$ cat src/rtl/dsi_vid_seq.sv
module dsi_vid_seq #(
  parameter int LINE_W = 12,
  parameter int WC_W   = 16
) (
  input  logic              clk,
  input  logic              rst_n,
  input  logic              run,
  input  logic [LINE_W-1:0] cfg_vsync_lines,
  input  logic [LINE_W-1:0] cfg_vbp_lines,
  input  logic [LINE_W-1:0] cfg_vact_lines,
  input  logic [LINE_W-1:0] cfg_vfp_lines,
  input  logic [WC_W-1:0]   cfg_hsa_wc,
  input  logic [WC_W-1:0]   cfg_hbp_wc,
  input  logic [WC_W-1:0]   cfg_hact_wc,
  input  logic [WC_W-1:0]   cfg_hfp_wc,
  input  logic [WC_W-1:0]   cfg_null_wc,
  input  logic [1:0]        cfg_vc,
  input  logic              cfg_fmt16,
  input  logic              cfg_pulse,
  input  logic              cfg_burst,
  input  logic              cfg_hse,
  input  logic              cfg_skip_hsa,
  input  logic              cfg_skip_hbp,
  input  logic              cfg_skip_hfp,
  input  logic              cfg_eot_off,
  input  logic              cfg_auto_v,
  output logic              hdr_valid,
  input  logic              hdr_ready,
  output logic [7:0]        hdr_id,
  output logic [WC_W-1:0]   hdr_wc,
  output logic              hdr_long,
  output logic              hdr_pix,
  output logic              frame_done
);

  localparam int CW = LINE_W + 2;
  localparam int NSTEP = 8;

  localparam logic [5:0] DT_VSS   = 6'h01;
  localparam logic [5:0] DT_VSE   = 6'h11;
  localparam logic [5:0] DT_HSS   = 6'h21;
  localparam logic [5:0] DT_HSE   = 6'h31;
  localparam logic [5:0] DT_BLANK = 6'h19;
  localparam logic [5:0] DT_NULL  = 6'h09;
  localparam logic [5:0] DT_EOT   = 6'h08;
  localparam logic [5:0] DT_RGB24 = 6'h3e;
  localparam logic [5:0] DT_RGB16 = 6'h0e;

  localparam logic [2:0] S_START = 3'd0;
  localparam logic [2:0] S_HSA   = 3'd1;
  localparam logic [2:0] S_END   = 3'd2;
  localparam logic [2:0] S_HBP   = 3'd3;
  localparam logic [2:0] S_ACT   = 3'd4;
  localparam logic [2:0] S_NULL  = 3'd5;
  localparam logic [2:0] S_HFP   = 3'd6;
  localparam logic [2:0] S_EOT   = 3'd7;

  logic              busy;
  logic [CW-1:0]     ln;
  logic [3:0]        st;
  logic [LINE_W-1:0] c_vs, c_vb, c_va, c_vf;
  logic [WC_W-1:0]   c_hsa, c_hbp, c_hact, c_hfp, c_null;
  logic [1:0]        c_vc;
  logic              c_fmt16, c_pulse, c_burst, c_hse;
  logic              c_skip_hsa, c_skip_hbp, c_skip_hfp, c_eot_off;

  wire [CW-1:0] b_sync = CW'(c_vs);
  wire [CW-1:0] b_bp   = b_sync + CW'(c_vb);
  wire [CW-1:0] b_act  = b_bp + CW'(c_va);
  wire [CW-1:0] b_all  = b_act + CW'(c_vf);

  wire live       = ln < b_all;
  wire in_sync    = ln < b_sync;
  wire in_act     = (ln >= b_bp) && (ln < b_act);
  wire first_sync = in_sync && (ln == '0);
  wire last_sync  = in_sync && (ln + CW'(1) == b_sync);
  wire last_line  = (ln + CW'(1)) >= b_all;
  wire end_pkt    = (c_pulse && (in_act || last_sync)) || (c_hse && !in_act);

  logic [NSTEP-1:0] pres;
  assign pres = {
    !c_eot_off,
    !c_skip_hfp && (c_hfp != '0),
    in_act && !c_burst && (c_null != '0),
    c_hact != '0,
    !c_skip_hbp && (c_hbp != '0),
    end_pkt,
    end_pkt && c_pulse && !c_skip_hsa && (c_hsa != '0),
    1'b1
  };

  logic       found;
  logic [2:0] cur;
  always_comb begin
    found = 1'b0;
    cur   = S_START;
    for (int i = 0; i < NSTEP; i++) begin
      if (!found && (i >= int'(st)) && pres[i]) begin
        found = 1'b1;
        cur   = 3'(i);
      end
    end
  end

  wire line_end  = busy && (!found || !live);
  wire frame_end = line_end && last_line;
  wire load      = run && (!busy || frame_end);

  assign hdr_valid = busy && live && found;
  wire fire = hdr_valid && hdr_ready;

  logic [5:0]      dt;
  logic [WC_W-1:0] wc;
  logic            lng, pix;
  always_comb begin
    dt  = DT_EOT;
    wc  = '0;
    lng = 1'b0;
    pix = 1'b0;
    case (cur)
      S_START: dt = first_sync ? DT_VSS : DT_HSS;
      S_HSA:   begin dt = DT_BLANK; wc = c_hsa; lng = 1'b1; end
      S_END:   dt = (c_pulse && last_sync) ? DT_VSE : DT_HSE;
      S_HBP:   begin dt = DT_BLANK; wc = c_hbp; lng = 1'b1; end
      S_ACT: begin
        dt  = in_act ? (c_fmt16 ? DT_RGB16 : DT_RGB24) : DT_BLANK;
        wc  = c_hact;
        lng = 1'b1;
        pix = in_act;
      end
      S_NULL:  begin dt = DT_NULL; wc = c_null; lng = 1'b1; end
      S_HFP:   begin dt = DT_BLANK; wc = c_hfp; lng = 1'b1; end
      default: dt = DT_EOT;
    endcase
  end

  assign hdr_id   = hdr_valid ? {c_vc, dt} : 8'h00;
  assign hdr_wc   = hdr_valid ? wc : '0;
  assign hdr_long = hdr_valid && lng;
  assign hdr_pix  = hdr_valid && pix;

  always_ff @(posedge clk) begin
    if (!rst_n) begin
      busy       <= 1'b0;
      ln         <= '0;
      st         <= '0;
      frame_done <= 1'b0;
      c_vs       <= '0;
      c_vb       <= '0;
      c_va       <= '0;
      c_vf       <= '0;
      c_hsa      <= '0;
      c_hbp      <= '0;
      c_hact     <= '0;
      c_hfp      <= '0;
      c_null     <= '0;
      c_vc       <= '0;
      c_fmt16    <= 1'b0;
      c_pulse    <= 1'b0;
      c_burst    <= 1'b0;
      c_hse      <= 1'b0;
      c_skip_hsa <= 1'b0;
      c_skip_hbp <= 1'b0;
      c_skip_hfp <= 1'b0;
      c_eot_off  <= 1'b0;
    end else begin
      frame_done <= frame_end;
      if (load) begin
        busy       <= 1'b1;
        ln         <= '0;
        st         <= '0;
        c_vs       <= cfg_auto_v ? '0 : cfg_vsync_lines;
        c_vb       <= cfg_auto_v ? '0 : cfg_vbp_lines;
        c_va       <= cfg_vact_lines;
        c_vf       <= cfg_vfp_lines;
        c_hsa      <= cfg_hsa_wc;
        c_hbp      <= cfg_hbp_wc;
        c_hact     <= cfg_hact_wc;
        c_hfp      <= cfg_hfp_wc;
        c_null     <= cfg_null_wc;
        c_vc       <= cfg_vc;
        c_fmt16    <= cfg_fmt16;
        c_pulse    <= cfg_pulse;
        c_burst    <= cfg_burst;
        c_hse      <= cfg_hse;
        c_skip_hsa <= cfg_skip_hsa;
        c_skip_hbp <= cfg_skip_hbp;
        c_skip_hfp <= cfg_skip_hfp;
        c_eot_off  <= cfg_eot_off;
      end else if (frame_end) begin
        busy <= 1'b0;
      end else if (line_end) begin
        ln <= ln + CW'(1);
        st <= '0;
      end else if (fire) begin
        st <= {1'b0, cur} + 4'd1;
      end
    end
  end

  p_hold_r11: assert property (@(posedge clk) disable iff (!rst_n)
    hdr_valid && !hdr_ready |=> hdr_valid && $stable({hdr_id, hdr_wc, hdr_long, hdr_pix}));

  p_done_pulse_r13: assert property (@(posedge clk) disable iff (!rst_n)
    frame_done |=> !frame_done);

  p_vc_steady_r12: assert property (@(posedge clk) disable iff (!rst_n)
    hdr_valid && $past(hdr_valid) |-> $stable(hdr_id[7:6]));

  p_no_null_burst_r8: assert property (@(posedge clk) disable iff (!rst_n)
    hdr_valid && c_burst |-> hdr_id[5:0] != DT_NULL);

  p_pix_type_r7: assert property (@(posedge clk) disable iff (!rst_n)
    hdr_pix |-> hdr_valid && hdr_long && (hdr_id[5:0] == DT_RGB24 || hdr_id[5:0] == DT_RGB16));

  p_idle_quiet_r1: assert property (@(posedge clk) disable iff (!rst_n)
    !busy |-> !hdr_valid);

endmodule

$ cat config.mk
export PLATFORM = sky130hd
export DESIGN_NAME = dsi_vid_seq
export DESIGN_NICKNAME = d
export VERILOG_FILES = /design/src/rtl/dsi_vid_seq.sv
export SDC_FILE = /design/constraint.sdc
export NUM_CORES = 1
export LEC_CHECK = 0
export BUFFER_PORTS_ARGS = -buffer_cell sky130_fd_sc_hd__buf_4
export CAP_MARGIN = 40
export CORE_ASPECT_RATIO = 1.4
export CORE_MARGIN = 2
export CORE_UTILIZATION = 30
export CTS_CLUSTER_DIAMETER = 200
export CTS_CLUSTER_SIZE = 16
export DETAILED_ROUTE_END_ITERATION = 8
export MAX_ROUTING_LAYER = met4
export SETUP_SLACK_MARGIN = 0.2
export SKIP_LAST_GASP = 1
export SYNTH_ARGS = -nofsm -noshare
export SYNTH_HDL_FRONTEND = slang
export SYNTH_SLANG_ARGS = --single-unit
$ cat constraint.sdc
create_clock -name clk -period 9.7 [get_ports clk]
set_input_delay 0.485 -clock clk [delete_from_list [all_inputs] [get_ports clk]]
set_output_delay 0.485 -clock clk [all_outputs]
set_load 0.02 [all_outputs]
==> summary.md <==
| Metric | Value |
|---|---|
| Status | finished clean |
| PwrDens | 137 nW/um^2 |
| Tcrit/Tclk final | 90.6% |
| CP Class | flip-flop to output port |
| CTS tree | yes |
| Crit path launch type | flip-flop |
| Clock Sinks | 158 |
| CP Capture Type | output port |
| Number of distinct library cells after synthesis | 74 |
| Ys async rst share | 0% |
| Gr usage total | 21.0% |
| Number of global-route vias before repair | 10200 |
| Share of layout cells above drive strength 1 | 16.4% |
| Final ANT Viol Nets | 0 |
| CTS max path bufs | 2 |
| Routed length per instance | 19.5 um |
| Final Max Tran Viols | 0 |
| Die ar. | 37500 sq um |
| HPWL after DPL | 29500 um |
| Largest net degree at the start of global routing | 277 |
| Final min period | 8.79 ns |
| Clock-pin slew on the worst setup and hold paths | 0.08 ns |
| Initial antenna violation count | 0 |
| Slew of the pin with the lowest slew margin | 1.12 ns |
| Total CTS buffers | 17 |
| H-tree levels | 4 |
| Syn_nets | 1630 |
| Post_cts resized | 0 |
| Worst VDD drop | 0.113 mV |
| First DRT Iteration DRCs | 879 |
| Final #Nets | 1732 |
| Number of flops mapped to enable cells by yosys | 0 |
| Syn Area/Cell | 7.83 sq um |
| Initial Utilization | 30.3% |
| Via density per instance | 5.38 |
| Global-route wire length before repair | 58300 um |
| MaxCap Viol Count | 0 |
| Primary FF master, synth | dfxtp_1 |
| IO Pins | 171 |
| CP Data Arrival Time | 8.30 ns |
| # hold bufs at CTS | 0 |
| # DRC | 0 |
| Crit path top cell by count | ha_1 |
| Max-slew headroom | 25.4% |
| Critical Path Max Stage Delay | 0.60 ns |
| CORE AREA | 35600 sq um |
| Gpl congestion | 1.06 |
| Worst EP required | 9.22 ns |
| Placed cells | 1921 |
| Vias | 10500 |
| Routed WL | 38100 um |
| Setup violators final | 0 |
| Postcts setup bufs | 0 |
| Worst-skew pair later-pin latency | 0.46 ns |
| Grt total ovfl | 0 |
| Cell count after synthesis | 1376 |
| Clock Skews | 0.0211 ns |
| FMAX | 0.114 GHz |
| P_leak | 5.13 nW |
| Worst path slowest cell | o41ai_4 |
| Root buf cell | clkbuf_16 |
| Ant diodes | 0 |
| Chip width | 164 um |
| Synth warn | 0 |
| Utilization after layout | 36.3% |
| #FFs+latches synth | 158 |
| Std cell rows | 82 |
| Worst-path maximum fanout | 20 |
| RSZ-0062 raised after global routing | no |
| Hold Violations, Final | 0 |
| Sequential-to-total area share from yosys stat | 29.3% |
| Worst hold path type | input pin to flip-flop |
| Final Non-Filler Cells | 1953 |
| Power Total | 0.00177 W |
| Die Y-Extent | 228 um |
| Synth Cell Area | 10800 sq um |
| Setup TNS | 0 ns |
| Drt first pass iters | 8 |
| Area grow syn2layout | 19.8% |
| PortBufs | 170 |
-- cell families after synthesis --
family | Yosys count | synth area share, %
multiplexers | 2 | 0.186
XOR/XNOR | 55 | 4.47
AND/OR/NAND/NOR | 516 | 24.1
buffers and inverters | 172 | 6.76
AO/OA/AOI/OAI | 362 | 22.1
flip-flops | 158 | 29.3
adder cells (fa/ha/maj) | 111 | 13.1
-- metal layers --
layer	wire length (um)	vias up	share of wire (%)	GRT usage (%)
li1	-	5179	-	-
met1	14100	4903	37	22.0
met2	20800	345	55	38.1
met3	1730	78	4.5	3.35
met4	1530	0	4.0	9.13
met5	0	-	0	-
-- worst max-delay path, delay by kind of cell, from the launching register on --
family          cells  cell delay [ns]
compound gates     16             4.03
flops               1             0.33
xor+xnor            2             0.39
buf+inv             5             0.96
simple gates        1             0.55
fa+ha+maj           4             1.55
-- cell usage after synthesis, drive strengths merged, types with 15 or more instances --
| library cell | n | share of area [%] |
|---|---|---|
| nor4 | 27 | 1.6 |
| ha | 108 | 13 |
| nand2b | 18 | 1.1 |
| a31oi | 23 | 2.1 |
| a21oi | 54 | 2.6 |
| xnor2 | 34 | 2.8 |
| xor2 | 21 | 1.7 |
| o21ai | 178 | 8.3 |
| nand3 | 164 | 7.7 |
| inv | 73 | 2.5 |
| a222oi | 16 | 1.5 |
| nor2 | 41 | 1.4 |
| nand4b | 25 | 2.0 |
| nand2 | 171 | 6.0 |
| clkbuf | 58 | 2.0 |
| nand4 | 15 | 0.99 |
| dfxtp | 158 | 29 |
| a21o | 16 | 1.1 |
| buf | 41 | 2.2 |
-- per-stage QoR --
| stage | instance area, sq um | hold WS (ns) | setup WS (ns) |
|---|---|---|---|
| after floorplan | 10800 | 0.431 | 2.72 |
| after global routing | 12900 | 0.237 | 0.318 |
| after CTS | 12900 | 0.217 | 0.968 |
| after detailed placement | 12300 | 0.449 | 1.55 |
| final | 12900 | 0.239 | 0.913 |
| after global placement | 12200 | 0.443 | 1.49 |
-- flip-flops by register name, indices dropped and copies added, names as in the netlist, 14 cells and up --
name,flops
c_hact,16
c_hfp,16
c_hbp,16
c_null,16
c_hsa,16
ln,14
-- final cells by class --
class                      instances  area [sq um]
clock buffer                      17           425
clock inverter                    15           148
fill                            3686         22700
inverter                          73           274
multi-input combinational       1046          6890
sequential                       158          3160
tap                              462           578
timing repair buffer             182          1440
-- cell usage in the layout (no fill, tap or decap), types with 13 or more instances in the layout --
master	instances
nand4_1	13
buf_4	175
xnor2_1	34
nand4b_1	25
inv_1	71
a222oi_1	16
nor4_1	27
nand3_1	162
nand2b_1	17
o21ai_0	166
xor2_1	21
nor3_1	14
nor2_1	41
ha_1	108
a21o_1	16
nand2_1	171
clkbuf_16	17
a21oi_1	52
dfxtp_1	158
-- final timing paths --
kind / start / endpoint / slack (ns) / cells after the start
max: c_vs[1] / hdr_wc[3] / 0.91 / 28
min: cfg_pulse / c_pulse / 0.24 / 3
max reg2reg: c_vs[1] / c_vs[0] / 2.34 / 28
min reg2reg: c_vb[2] / c_vb[2] / 0.46 / 2
-- power breakdown --
group	switching (W)	total (W)	internal, W
registers	0.0000437	0.000727	0.000684
logic	0.000219	0.000377	0.000158
clock network	0.000323	0.000664	0.000342
Power figures use the tool's default switching activity.
